[config.mk]
export PLATFORM = sky130hd
export DESIGN_NAME = dual_bank_shreg
export DESIGN_NICKNAME = d
export VERILOG_FILES = /design/src/rtl/dbsr_pkg.sv /design/src/rtl/dbsr_phase.sv /design/src/rtl/dbsr_bank.sv /design/src/rtl/dual_bank_shreg.sv
export SDC_FILE = /design/constraint.sdc
export NUM_CORES = 1
export LEC_CHECK = 0
export CAP_MARGIN = 0
export CORE_AREA = 2 2 59 61
export DETAILED_ROUTE_END_ITERATION = 16
export DIE_AREA = 0 0 61 63
export DONT_BUFFER_PORTS = 1
export SYNTH_ARGS = -nofsm -noshare
export SYNTH_HDL_FRONTEND = slang
export SYNTH_HIERARCHICAL = 1
export SYNTH_SLANG_ARGS = --single-unit
[constraint.sdc]
create_clock -name clk -period 3.8 [get_ports clk]
set_input_delay 0.76 -clock clk [delete_from_list [all_inputs] [get_ports clk]]
set_output_delay 0.76 -clock clk [all_outputs]
set_load 0.02 [all_outputs]
[src/rtl/dbsr_pkg.sv]
package dbsr_pkg;

  typedef enum logic {PH_EVEN = 1'b0, PH_ODD = 1'b1} phase_e;

  // Bank that holds the oldest bit for the current phase.
  function automatic logic out_pick(input logic phase, input logic even_tail, input logic odd_tail);
    return (phase == PH_ODD) ? odd_tail : even_tail;
  endfunction

  // Load rule: with phase 0 at the load edge the even bank takes the even stages.
  function automatic logic load_pick(input logic phase, input logic stage_even, input logic stage_odd);
    return (phase == PH_EVEN) ? stage_even : stage_odd;
  endfunction

endpackage

[src/rtl/dbsr_phase.sv]
module dbsr_phase (
  input  logic clk,
  input  logic rst_n,
  output logic phase_q
);

  always_ff @(posedge clk or negedge rst_n) begin
    if (!rst_n) phase_q <= 1'b0;
    else        phase_q <= ~phase_q;
  end

  AST_PHASE_ALTERNATES: assert property (@(posedge clk) disable iff (!rst_n)
    1'b1 |=> (phase_q != $past(phase_q)));

endmodule

[src/rtl/dbsr_bank.sv]
module dbsr_bank #(
  parameter int DEPTH = 8
) (
  input  logic             clk,
  input  logic             rst_n,
  input  logic             en,
  input  logic             load,
  input  logic             din,
  input  logic [DEPTH-1:0] pv,
  output logic [DEPTH-1:0] q
);

  logic [DEPTH-1:0] shifted;

  generate
    if (DEPTH == 1) begin : g_single
      assign shifted = din;
    end else begin : g_chain
      assign shifted = {q[DEPTH-2:0], din};
    end
  endgenerate

  always_ff @(posedge clk or negedge rst_n) begin
    if (!rst_n)    q <= '0;
    else if (load) q <= pv;
    else if (en)   q <= shifted;
  end

  AST_IDLE_BANK_HOLDS: assert property (@(posedge clk) disable iff (!rst_n)
    (!en && !load) |=> $stable(q));

endmodule

[src/rtl/dual_bank_shreg.sv]
module dual_bank_shreg
  import dbsr_pkg::*;
#(
  parameter int N = 16
) (
  input  logic         clk,
  input  logic         rst_n,
  input  logic         din,
  input  logic         load,
  input  logic [N-1:0] load_vec,
  output logic         dout
);

  localparam int HALF = N / 2;

  logic            phase_q;
  logic            even_en;
  logic            odd_en;
  logic [HALF-1:0] even_q;
  logic [HALF-1:0] odd_q;
  logic [HALF-1:0] even_pv;
  logic [HALF-1:0] odd_pv;
  logic            even_tail;
  logic            odd_tail;

  dbsr_phase u_phase (
    .clk     (clk),
    .rst_n   (rst_n),
    .phase_q (phase_q)
  );

  assign even_en = (phase_q == PH_EVEN);
  assign odd_en  = (phase_q == PH_ODD);

  for (genvar j = 0; j < HALF; j++) begin : g_map
    assign even_pv[j] = load_pick(phase_q, load_vec[2*j],   load_vec[2*j+1]);
    assign odd_pv[j]  = load_pick(phase_q, load_vec[2*j+1], load_vec[2*j]);
  end

  dbsr_bank #(.DEPTH(HALF)) u_even (
    .clk   (clk),
    .rst_n (rst_n),
    .en    (even_en),
    .load  (load),
    .din   (din),
    .pv    (even_pv),
    .q     (even_q)
  );

  dbsr_bank #(.DEPTH(HALF)) u_odd (
    .clk   (clk),
    .rst_n (rst_n),
    .en    (odd_en),
    .load  (load),
    .din   (din),
    .pv    (odd_pv),
    .q     (odd_q)
  );

  assign even_tail = even_q[HALF-1];
  assign odd_tail  = odd_q[HALF-1];
  assign dout      = out_pick(phase_q, even_tail, odd_tail);

  AST_ENTRY_CAPTURE: assert property (@(posedge clk) disable iff (!rst_n)
    (!load && even_en) |=> (even_q[0] == $past(din)));

  AST_LOAD_HEAD_OUT: assert property (@(posedge clk) disable iff (!rst_n)
    load |=> (dout == $past(load_vec[N-1])));

  AST_HALF_TOGGLE: assert property (@(posedge clk) disable iff (!rst_n)
    !load |=> ($countones({even_q, odd_q} ^ $past({even_q, odd_q})) <= HALF));

endmodule

==> results.py <==
metrics = {
    "run_status": {
        "status": "finished, final reports clean",
    },
    "drt": {
        "ant_nets": 0,
        "via_per_inst": 4.54,
        "wl_um": 1620,
        "vias": 613,
        "wl_per_cell_um": 12.0,
        "first_pass_iters": 4,
        "initialDrtViolationCount": 22,
        "drc": 0,
    },
    "timing": {
        "slew_viol_final": 0,
        "min_period_ps": 1800,
        "finalCritPeriodShare": 0.474,
        "rsz0062_at_grt": "no",
        "worst_pin_slew_ps": 379,
        "hold_viol": 0,
        "fmax_mhz": 555,
        "slew_headroom": 0.747,
        "setup_viol": 0,
        "whs_ps": 157,
        "clock_skew_ps": 2.72,
        "fin_setup_tns_ps": 0,
    },
    "layout": {
        "fin_util": 0.325,
        "area_growth_syn_to_layout_pct": 1.45,
        "final_cell_mix": "17 x dfrtp_1, 16 x mux2i_1, 16 x nand2_1, 16 x o21ai_1, 9 x mux2_4",
        "mostFrequentLayoutCell": "dfrtp_1",
        "drive_gt1_frac": 0.236,
        "nNetsFinal": 110,
        "nFillCells": 348,
        "diodes": 0,
    },
    "clocking": {
        "clk_pin_slew_ps": 100,
        "clk_latency_ps": 280,
        "tritoncts": "built",
        "postCtsSetupBuffers": 0,
        "cts.sinks": 17,
        "htree_levels": 1,
        "holdBufCountCts": 0,
        "clockBufferDepth": 2,
        "root_buffer": "clkbuf_4",
        "cts_resized": 0,
        "cts_buffers": 3,
    },
    "yosys": {
        "yosys.area_share.simple": 0.0580,
        "syn_area_per_cell_um2": 11.5,
        "ys_ff_latch": 17,
        "synth_cell_type_count": 9,
        "synthTopCellsByArea": "dfrtp_1 41%, mux2i_1 15%, mux2_4 13%, mux2_2 8.7%, o21ai_1 7.7%",
        "synth_compound_area_frac": 0.0774,
        "synthXorXnorAreaFrac": 0,
        "syn_area_um2": 1030,
        "synth_mux_area_frac": 0.372,
        "synth_top_cell_by_area": "dfrtp_1",
        "synth_top_family_by_area": "multiplexers",
        "syn_nets": 110,
        "synth_top_cell_area_share": 0.411,
        "synth_cells": 90,
        "synth_seq_area_share": 0.411,
        "yosys_warnings": 6,
        "synthAdderAreaFrac": 0,
    },
    "grt": {
        "grt_pass1_vias": 628,
        "antenna_found_initial": 0,
        "grt_pass1_wl_um": 2670,
        "grt_start_max_net_pins": 33,
        "groute.usage.overall": 0.0938,
        "gr-total-overflow": 0,
    },
    "pwr": {
        "p_leak_nw": 0.515,
        "pwr-share-comb": 0.104,
        "p_per_area_nw_per_um2": 318,
        "p_switching_mw": 0.0757,
        "p_seq_frac": 0.611,
        "intPower_mw": 0.258,
        "power.share.clock": 0.284,
        "switching_share": 0.227,
        "vdd_drop_max_v": 0.0000974,
    },
    "setup_path": {
        "path_delay_family": "multiplexers",
        "slowest_delay_ps": 400,
        "cp-start-kind": "register",
        "worst_path_max_delay_cell": "mux2_2",
        "cp.buffers_inverters": 0,
        "crit_fanout": 2,
        "worstSetupPathType": "reg2out",
        "cp-end-kind": "output pin",
        "cp_cell_sequence": "mux2_2",
        "cp_data_arrival_time_ps": 1040,
        "required_ps": 3040,
    },
    "die": {
        "start_util": 0.320,
        "die_h_um": 63,
        "die_area_um2": 3840,
        "ioPinCount": 21,
        "num_rows": 21,
        "core_region_area_um2": 3230,
        "die_w_um": 61,
    },
    "placed_design": {
        "place_congestion": 0.685,
        "port_buffers": 0,
    },
    "flow_run": {
        "drv_cap": 0,
    },
    "worst_hold_path": {
        "hold_class": "in2async",
    },
}
-- flip-flops by register name, indices dropped and copies added, names as in the netlist --
signal and cells:
u_even/q 8, u_odd/q 8, u_phase/phase_q 1
-- cell usage after synthesis --
cell type and n:
buf_6 5, inv_1 2, mux2_4 9, mux2i_1 16
mux2_2 8, nand2_1 16, o21ai_1 16, buf_12 1
dfrtp_1 17
-- through the flow --
stage          cell area, µm²  std cells  power [mW]  setup slack, ps
2_1_floorplan            1030         90       0.240             2130
3_3_place_gp             1020        131       0.241             2320
3_5_place_dp             1020        131       0.243             2310
4_1_cts                  1050        135       0.339             1980
5_1_grt                  1050        135       0.354             1950
6_report                 1050        135       0.334             2000
-- cells by family (layout without fill, tap and decap cells) --
kind of cell | count (synthesis) | count (layout)
AND/OR/NAND/NOR | 16 | 16
flip-flops | 17 | 17
multiplexers | 33 | 33
AO/OA/AOI/OAI | 16 | 16
buffers and inverters | 8 | 7
-- area by class of cell --
cell class                      instances  area, µm²  share of cell area
Tap cell                               46       57.6              0.0548
Multi-Input combinational cell         65        526               0.501
Sequential cell                        17        425               0.405
Inverter                                2       7.51             0.00715
Timing Repair Buffer                    1       7.51             0.00715
Clock buffer                            4       26.3              0.0250
-- worst paths after layout --
| path | from | endpoint | slack, ps | cells after the start |
|---|---|---|---|---|
| max | u_phase/phase_q | dout | 2000 | 1 |
| min | rst_n | u_even/q[2] | 160 | 0 |
| max reg2reg | u_phase/phase_q | u_even/q[2] | 2370 | 4 |
| min reg2reg | u_odd/q[4] | u_odd/q[4] | 560 | 2 |
| max in group asynchronous | rst_n | u_even/q[3] | 3570 | 0 |
| min in group clk | load | u_even/q[0] | 550 | 1 |
-- power groups by stage --
stage / Clock (mW) / Sequential, mW / Combinational (mW)
after floorplan: 0 / 0.205 / 0.0352
after global placement: 0 / 0.207 / 0.0341
after detailed placement: 0 / 0.208 / 0.0355
after CTS: 0.0994 / 0.204 / 0.0356
after global routing: 0.109 / 0.206 / 0.0393
final: 0.0949 / 0.204 / 0.0348
-- per-layer routing --
layer / track usage / wire length (µm) / vias to the layer above
li1: - / - / 311
met1: 0.124 / 775 / 284
met2: 0.140 / 721 / 16
met3: 0.0207 / 98 / 2
met4: 0.0489 / 23 / 0
met5: 0 / 0 / -
Power figures use the tool's default switching activity.
